**src/rtl/blkxfer_pkg.sv**
```systemverilog
package blkxfer_pkg;

    localparam int BX_ADDR_W     = 32;
    localparam int BX_NREG       = 16;
    localparam int BX_WORD_BYTES = 4;

    typedef enum logic [1:0] {
        MODE_UP_POST   = 2'b00,
        MODE_UP_PRE    = 2'b01,
        MODE_DOWN_POST = 2'b10,
        MODE_DOWN_PRE  = 2'b11
    } mode_e;

    typedef enum logic {
        ST_IDLE = 1'b0,
        ST_MOVE = 1'b1
    } state_e;

    function automatic logic mode_goes_down(mode_e m);
        return (m == MODE_DOWN_POST) || (m == MODE_DOWN_PRE);
    endfunction

    function automatic logic mode_is_pre(mode_e m);
        return (m == MODE_UP_PRE) || (m == MODE_DOWN_PRE);
    endfunction

endpackage

```
**src/rtl/blkxfer_span.sv**
```systemverilog
module blkxfer_span
    import blkxfer_pkg::*;
#(
    parameter int ADDR_W     = BX_ADDR_W,
    parameter int NREG       = BX_NREG,
    parameter int WORD_BYTES = BX_WORD_BYTES
) (
    input  logic [ADDR_W-1:0] base_i,
    input  logic [NREG-1:0]   mask_i,
    input  mode_e             mode_i,
    output logic [ADDR_W-1:0] first_o,
    output logic [ADDR_W-1:0] final_o
);
    localparam int                CNT_W = $clog2(NREG + 1);
    localparam logic [ADDR_W-1:0] STEP  = ADDR_W'(WORD_BYTES);

    logic [CNT_W-1:0]  count;
    logic [ADDR_W-1:0] span;
    logic [ADDR_W-1:0] low;

    always_comb begin
        count = '0;
        for (int i = 0; i < NREG; i++) begin
            count = count + CNT_W'(mask_i[i]);
        end
    end

    assign span = ADDR_W'(count) * STEP;

    always_comb begin
        if (mode_goes_down(mode_i)) begin
            low     = base_i - span;
            final_o = base_i - span;
        end else begin
            low     = base_i;
            final_o = base_i + span;
        end
        // "pre" going up skips the base word; "post" going down ends on it
        if (mode_goes_down(mode_i) != mode_is_pre(mode_i)) begin
            first_o = low + STEP;
        end else begin
            first_o = low;
        end
    end

endmodule

```
**src/rtl/blkxfer_pick.sv**
```systemverilog
module blkxfer_pick #(
    parameter int NREG  = 16,
    parameter int IDX_W = $clog2(NREG)
) (
    input  logic [NREG-1:0]  mask_i,
    output logic [IDX_W-1:0] idx_o,
    output logic [NREG-1:0]  rest_o
);
    logic [NREG-1:0] iso;

    for (genvar g = 0; g < NREG; g++) begin : g_iso
        if (g == 0) begin : g_lsb
            assign iso[g] = mask_i[0];
        end else begin : g_upper
            assign iso[g] = mask_i[g] & ~(|mask_i[g-1:0]);
        end
    end

    always_comb begin
        idx_o = '0;
        for (int i = 0; i < NREG; i++) begin
            if (iso[i]) begin
                idx_o = idx_o | IDX_W'(i);
            end
        end
    end

    assign rest_o = mask_i & ~iso;

endmodule

```
**src/rtl/blkxfer_seq.sv**
```systemverilog
module blkxfer_seq
    import blkxfer_pkg::*;
#(
    parameter int ADDR_W     = BX_ADDR_W,
    parameter int NREG       = BX_NREG,
    parameter int WORD_BYTES = BX_WORD_BYTES,
    localparam int IDX_W     = $clog2(NREG)
) (
    input  logic              clk,
    input  logic              rst,
    input  logic              start_i,
    input  logic [ADDR_W-1:0] base_i,
    input  logic [NREG-1:0]   mask_i,
    input  logic [1:0]        mode_i,
    input  logic              load_i,
    input  logic              wb_i,
    output logic              busy_o,
    output logic              mem_req_o,
    output logic              mem_we_o,
    output logic [ADDR_W-1:0] mem_addr_o,
    output logic [IDX_W-1:0]  mem_reg_o,
    input  logic              mem_ack_i,
    output logic              done_o,
    output logic              wb_valid_o,
    output logic [ADDR_W-1:0] wb_addr_o
);
    localparam logic [ADDR_W-1:0] STEP = ADDR_W'(WORD_BYTES);

    state_e            state_q;
    logic [ADDR_W-1:0] addr_q;
    logic [NREG-1:0]   left_q;
    logic              we_q;
    logic              wb_q;
    logic [ADDR_W-1:0] final_q;
    logic              done_q;
    logic              wbv_q;
    logic [ADDR_W-1:0] wbaddr_q;

    logic [ADDR_W-1:0] first_w;
    logic [ADDR_W-1:0] final_w;
    logic [NREG-1:0]   rest_w;
    logic [IDX_W-1:0]  idx_w;

    blkxfer_span #(
        .ADDR_W    (ADDR_W),
        .NREG      (NREG),
        .WORD_BYTES(WORD_BYTES)
    ) u_span (
        .base_i (base_i),
        .mask_i (mask_i),
        .mode_i (mode_e'(mode_i)),
        .first_o(first_w),
        .final_o(final_w)
    );

    blkxfer_pick #(
        .NREG (NREG),
        .IDX_W(IDX_W)
    ) u_pick (
        .mask_i(left_q),
        .idx_o (idx_w),
        .rest_o(rest_w)
    );

    always_ff @(posedge clk) begin
        if (rst) begin
            state_q  <= ST_IDLE;
            addr_q   <= '0;
            left_q   <= '0;
            we_q     <= 1'b0;
            wb_q     <= 1'b0;
            final_q  <= '0;
            done_q   <= 1'b0;
            wbv_q    <= 1'b0;
            wbaddr_q <= '0;
        end else begin
            done_q <= 1'b0;
            wbv_q  <= 1'b0;
            unique case (state_q)
                ST_IDLE: begin
                    if (start_i) begin
                        if (mask_i == '0) begin
                            done_q   <= 1'b1;
                            wbv_q    <= wb_i;
                            wbaddr_q <= base_i;
                        end else begin
                            state_q <= ST_MOVE;
                            addr_q  <= first_w;
                            left_q  <= mask_i;
                            we_q    <= ~load_i;
                            wb_q    <= wb_i;
                            final_q <= final_w;
                        end
                    end
                end
                ST_MOVE: begin
                    if (mem_ack_i) begin
                        left_q <= rest_w;
                        addr_q <= addr_q + STEP;
                        if (rest_w == '0) begin
                            state_q  <= ST_IDLE;
                            done_q   <= 1'b1;
                            wbv_q    <= wb_q;
                            wbaddr_q <= final_q;
                        end
                    end
                end
                default: state_q <= ST_IDLE;
            endcase
        end
    end

    assign busy_o     = (state_q == ST_MOVE);
    assign mem_req_o  = (state_q == ST_MOVE);
    assign mem_we_o   = we_q;
    assign mem_addr_o = addr_q;
    assign mem_reg_o  = idx_w;
    assign done_o     = done_q;
    assign wb_valid_o = wbv_q;
    assign wb_addr_o  = wbaddr_q;

endmodule

```
**config.mk**
```make
export PLATFORM = sky130hd
export DESIGN_NAME = blkxfer_seq
export DESIGN_NICKNAME = d
export VERILOG_FILES = /design/src/rtl/blkxfer_pkg.sv /design/src/rtl/blkxfer_span.sv /design/src/rtl/blkxfer_pick.sv /design/src/rtl/blkxfer_seq.sv
export SDC_FILE = /design/constraint.sdc
export NUM_CORES = 1
export LEC_CHECK = 0
export CAP_MARGIN = 20
export CORE_UTILIZATION = 40
export CTS_CLUSTER_DIAMETER = 120
export DETAILED_ROUTE_END_ITERATION = 8
export PLACE_DENSITY = 0.63
export SLEW_MARGIN = 30
export SYNTH_ARGS = -nofsm -noshare
export SYNTH_HDL_FRONTEND = slang
export SYNTH_SLANG_ARGS = --single-unit
```
**constraint.sdc**
```tcl
create_clock -name clk -period 11.4 [get_ports clk]
set_clock_uncertainty 0.15 [all_clocks]
set_input_delay 1.71 -clock clk [delete_from_list [all_inputs] [get_ports clk]]
set_output_delay 1.71 -clock clk [all_outputs]
set_load 0.05 [all_outputs]
```
; ---- After elaboration in Yosys (flattened, before gate mapping)
; Cells that the tools add are included.
[op_classes]
mul = 0
shifts = 0
reduce_logical = 21
div_mod_pow = 0
mux = 46
n_lt_le_gt_ge = 0
n_bitwise = 35
eq_ne = 9
addsub = 19
[op_table]
columns = operator, count
row1 = $mux 32, 10
row2 = $pmux 32 s2, 2
row3 = $add 5x1->5, 14
row4 = $add 32x3->32 const B, 2
row5 = $mux 16, 3
row6 = $add 32x7->32, 1
row7 = $logic_not 16->1, 2
row8 = $mux 4, 8
row9 = $pmux 16 s2, 1
row10 = $sub 32x7->32, 1
row11 = $not 1->1, 18
row12 = $and 16x16->16, 1
row13 = $not 16->16, 1
row14 = $and 1x1->1, 15
row15 = $reduce_or 15->1, 1
row16 = $reduce_or 14->1, 1
row17 = $mux 1, 13
row18 = $reduce_or 13->1, 1
row19 = $mux 3, 4
row20 = $reduce_or 12->1, 1
row21 = $reduce_or 11->1, 1
row22 = $reduce_or 10->1, 1
row23 = $reduce_or 9->1, 1
row24 = $ne 2x2->1 const B, 4
row25 = 17 further kinds, 23
[word_totals]
regBits = 117
ramBits = 0
latchBits = 0
rom_bits = 0
n_memories = 0

; ---- Longest topological paths before layout
[logic_depth]
depth_word = 22
depth_mapped = 28
mapped_depth_nobuf = 26

; ---- By module
; Synthesis repeated with hierarchy kept, for this count alone.
[unflattened]
hier_cells = 1175
area_unflattened_um2 = 9280.2
[modules_own_cells]
columns = module, cells_per_inst, instances, seq_area_each_um2, area_each_um2
row1 = blkxfer_seq, 684, 1, 2342.2, 5855.6
row2 = blkxfer_span, 438, 1, 0.0, 3081.7
row3 = blkxfer_pick, 53, 1, 0.0, 342.8

; ---- Worst setup path before layout
; OpenSTA, ideal clock, no wires.
[synth_path]
path_type = input to register
startpoint = in mask_i[0]
endpoint = reg addr_q[25], in the netlist mem_addr_o[25]
setup_ns = 0.103
slack_ns = 3.115
arrival_ns = 8.032
required_ns = 11.147
path_stages = 23
path_cell_list = inv_1 > ha_1 > inv_1 > fa_1 > fa_1 > fa_1 > fa_1 > fa_1 > fa_1 > nor2b_1 > o21a_1 > inv_1 > ha_1 > or4_4 > buf_6 > or4_4 > nor4_4 > xnor2_1 > or3_4 > nor4b_4 > a31oi_1 > xor2_1 > a2111oi_2
[synth_between]
elab_chain_cells = 22
word_cells_on_any_way = 25
[synth_lines]
columns = item, line_no
row1 = start: declaration, blkxfer_seq.sv:13  ; input logic [NREG-1:0] mask_i,
row2 = $add 1x1->2, blkxfer_span.sv:24  ; count = count + CNT_W'(mask_i[i]);
row3 = $add 5x1->5 (14 in series), blkxfer_span.sv:24
row4 = $sub 32x7->32, blkxfer_span.sv:32  ; low = base_i - span;
row5 = $mux 32, blkxfer_span.sv:31  ; if (mode_goes_down(mode_i)) begin
row6 = $add 32x3->32, blkxfer_span.sv:40  ; first_o = low + STEP;
row7 = $mux 32, blkxfer_span.sv:39  ; if (mode_goes_down(mode_i) != mode_is_pre(mode_i)) begin
row8 = $mux 32, blkxfer_seq.sv:82  ; if (mask_i == '0) begin
row9 = $mux 32, blkxfer_seq.sv:81  ; if (start_i) begin
row10 = $pmux 32 s2, blkxfer_seq.sv:79  ; unique case (state_q)
row11 = end signal: assignment, blkxfer_seq.sv:88  ; addr_q <= first_w;
row12 = end signal: assignment, blkxfer_seq.sv:99  ; addr_q <= addr_q + STEP;
row13 = end: declaration, blkxfer_seq.sv:30  ; logic [ADDR_W-1:0] addr_q;
; Several ways; a longest one is shown, not always the timed one. The select of a mux whose other input is x is not followed.
; A chain may end at the register's enable or synchronous reset.

; ---- Final worst setup path
[layout_path]
startpoint = in mask_i[1]
endpoint = reg addr_q[24], in the netlist mem_addr_o[24]
; Same word-level chain as after synthesis.

==> impl_metrics.yaml <==
detailed_routing:
  wl_per_cell_um: 17.35
  wl_mm: 25.90
  drtAntennaViolNets: 0
  drc: 0
  drt_first_pass_iters: 5
  route.vias.total: 8512
  drt_iter0_markers: 709
  viasPerCell: 5.701
final_layout:
  multiInputGateArea_sq_um: 5658
  nets: 1300
  drive_above_1_share: 0.04906
  fin_util: 0.5086
  seq_area_sq_um: 2346
  area_delta_synth_final_pct: 22.99
  design_area_sq_um: 10460
  nFillCells: 2055
  n_antenna_cell: 0
setup_path:
  critPathKind: "primary input to register"
  startpoint_type: "primary input"
  path_cells: "clkdlybuf4s50_1, inv_1, ha_1, inv_1, fa_1, fa_1, fa_1, fa_1, fa_1, fa_1, nor2b_1, o21a_1, inv_1, ha_1, or4_4, or4_4, nor4_4, xnor2_1, or3_4, nor4b_4, nand2_1, xnor2_1, a2111oi_0"
  arrival_ns: 8.97
  cp.required_ns: 11.54
  cp_common_cell: "fa_1"
  worstPathMaxFanout: 9
  max_stage_delay_ns: 0.55
  critical_path.slowest_cell: "or4_4"
  cp-end-kind: "register"
die:
  io-pin-count: 129
  fp-row-count: 52
  initial_core_util: 0.4135
  core-area_sq_um: 20560
  die_w_um: 147.8
  dieArea_sq_um: 21840
  dieHeight_um: 147.8
logic_synthesis:
  synthTopCellsByCount: "129 x nand2_1, 118 x nor2_1, 117 x dfxtp_1, 93 x a21oi_1, 76 x clkbuf_1"
  yosys.area.top_type_share: 0.2755
  syn_nets: 1232
  yosysMostFrequentCell: "nand2_1"
  synth_warnings: 0
  ys_async_sr_fraction: 0
  synth_edf_count: 0
  ys.flop_type: "dfxtp_1"
  post_synth_num_cell_types: 68
  ys_ff_latch: 117
  yosysTopAreaCell: "dfxtp_1"
  syn_avg_cell_area_sq_um: 7.445
  yosysSeqAreaShare: 0.2755
  synthTopCellsByArea: "dfxtp_1 28%, nand2_1 5.7%, a21oi_1 5.5%"
  syn_inst: 1142
  synth_area_sq_um: 8502
clock_network:
  clock_latency_ns: 0.42
  htree_levels: 4
  clk_pin_slew_ns: 0.06
  postCtsSetupRepairBufs: 0
  cts_tree: "built"
  cts_hold_buf: 0
  root_buffer: "clkbuf_16"
  cts_sinks: 117
  clk_path_buf_depth: 2
  numCtsBuffers: 17
  cts.repair.resized: 0
outcome:
  status: "finished clean"
worst_hold_path:
  hold_class: "register to register"
pwr:
  p_per_area_nw_per_um2: 175.4
  leakage_nw: 3.688
  vdd_drop_max_mv: 0.08886
sta:
  fin_hold_ws_ns: 0.3016
  tightest_slew_ns: 0.8402
  max_slew_margin: 0.4356
  period_needed_ns: 8.832
  fin_crit_sh: 0.7747
  setup_viol: 0
  rsz0062_at_grt: "false"
  fmax_ghz: 0.1132
  hold_viol: 0
  final.setup.tns_ns: 0
  maxSlewViolCount: 0
run:
  cap_violations: 0
global_route:
  global_route.usage.met2: 0.3472
  grt_max_degree: 78
  met1_usage: 0.3642
  grtUsageMet3: 0.04259
  globalRouteTotalUtil: 0.2414
  grt_busiest_layer: "met1"
  grt_pass1_wl_mm: 42.00
  antenna_found_initial: 0
  grt_pass1_vias: 7693
  overflow: 0
place:
  io_buffers: 128
  post-dp-hpwl_mm: 18.60
  postPlaceCellArea_sq_um: 9851
  gp_routability_congestion: 0.9839
kinds of logic after synthesis:
logic type,after synthesis,synth area share
AOI/OAI and AO/OA,301,0.2272
adders and majority gates,38,0.06534
xor gates and xnor gates,71,0.07314
DFF,117,0.2755
muxes,36,0.04238
and+or+nand+nor,443,0.2539
buffers and inverters,136,0.06255
through the flow:
stage | worst slack (ns) | power [W] | instances
after floorplan | 3.115 | 0.001072 | 1142
after global placement | 2.257 | 0.001282 | 1461
after detailed placement | 2.027 | 0.001285 | 1461
after CTS | 2.459 | 0.001837 | 1493
after global routing | 2.036 | 0.001951 | 1493
final | 2.568 | 0.001834 | 1493
power breakdown:
part / switching, W / leakage [nW] / total (W) / internal (W)
registers: 0.0000419 / 0.960 / 0.000491 / 0.000449
clock network: 0.000206 / 0.289 / 0.000545 / 0.000339
logic: 0.000505 / 2.44 / 0.000798 / 0.000293
worst paths after layout:
path	slack [ns]	cells past startpoint	end	start
worst min register to register	0.30	2	final_q[25]$_SDFFE_PP0P_	final_q[25]$_SDFFE_PP0P_
worst max register to register	7.57	6	mem_addr_o[24]$_SDFFE_PP0P_	busy_o$_SDFF_PP0_
worst min-delay path	0.30	2	final_q[25]$_SDFFE_PP0P_	final_q[25]$_SDFFE_PP0P_
worst max-delay path	2.57	23	mem_addr_o[24]$_SDFFE_PP0P_	mask_i[1]
area by class of cell:
class,instances,area share
Multi-Input combinational cell,889,0.5411
Sequential cell,117,0.2244
Timing Repair Buffer,135,0.1273
Clock buffer,21,0.04499
Tap cell,270,0.03231
Inverter,50,0.01795
Clock inverter,11,0.01197
layer usage:
layer | up-vias | wire length, um | part of all wire
met5 | - | 0 | 0
met4 | 0 | 327 | 0.013
met3 | 29 | 1593 | 0.061
met2 | 293 | 10820 | 0.42
met1 | 3946 | 13160 | 0.51
li1 | 4244 | - | -
placed cells by master, fill, tap and decap left out, types with 16 or more instances in the layout:
cell type | netlist | final
ha_1 | 22 | 22
inv_1 | 50 | 50
clkdlybuf4s50_1 | 0 | 127
nand3_1 | 34 | 34
a211oi_1 | 48 | 48
nor2_1 | 118 | 117
nand2_1 | 129 | 129
a21oi_1 | 93 | 93
mux2i_1 | 36 | 35
xnor2_1 | 53 | 53
nor3_1 | 40 | 38
dfxtp_1 | 117 | 116
nand4_1 | 18 | 18
clkbuf_16 | 0 | 17
xor2_1 | 18 | 18
o21ai_0 | 50 | 50
or3_1 | 16 | 16
registers in the layout, summed over array words and instances, names as in the netlist:
register	count
busy_o	1
done_o	1
final_q	32
left_q	16
mem_addr_o	32
mem_we_o	1
wb_addr_o	32
wb_q	1
wb_valid_o	1
critical path, delay by kind of cell:
| kind | cells | cell delay, ns |
|---|---|---|
| fa+ha+maj | 8 | 3.27 |
| compound gates | 2 | 0.61 |
| xor+xnor | 2 | 0.30 |
| simple gates | 7 | 2.40 |
| buf+inv | 4 | 0.67 |
Note: power is estimated with default switching activity, not from simulation.
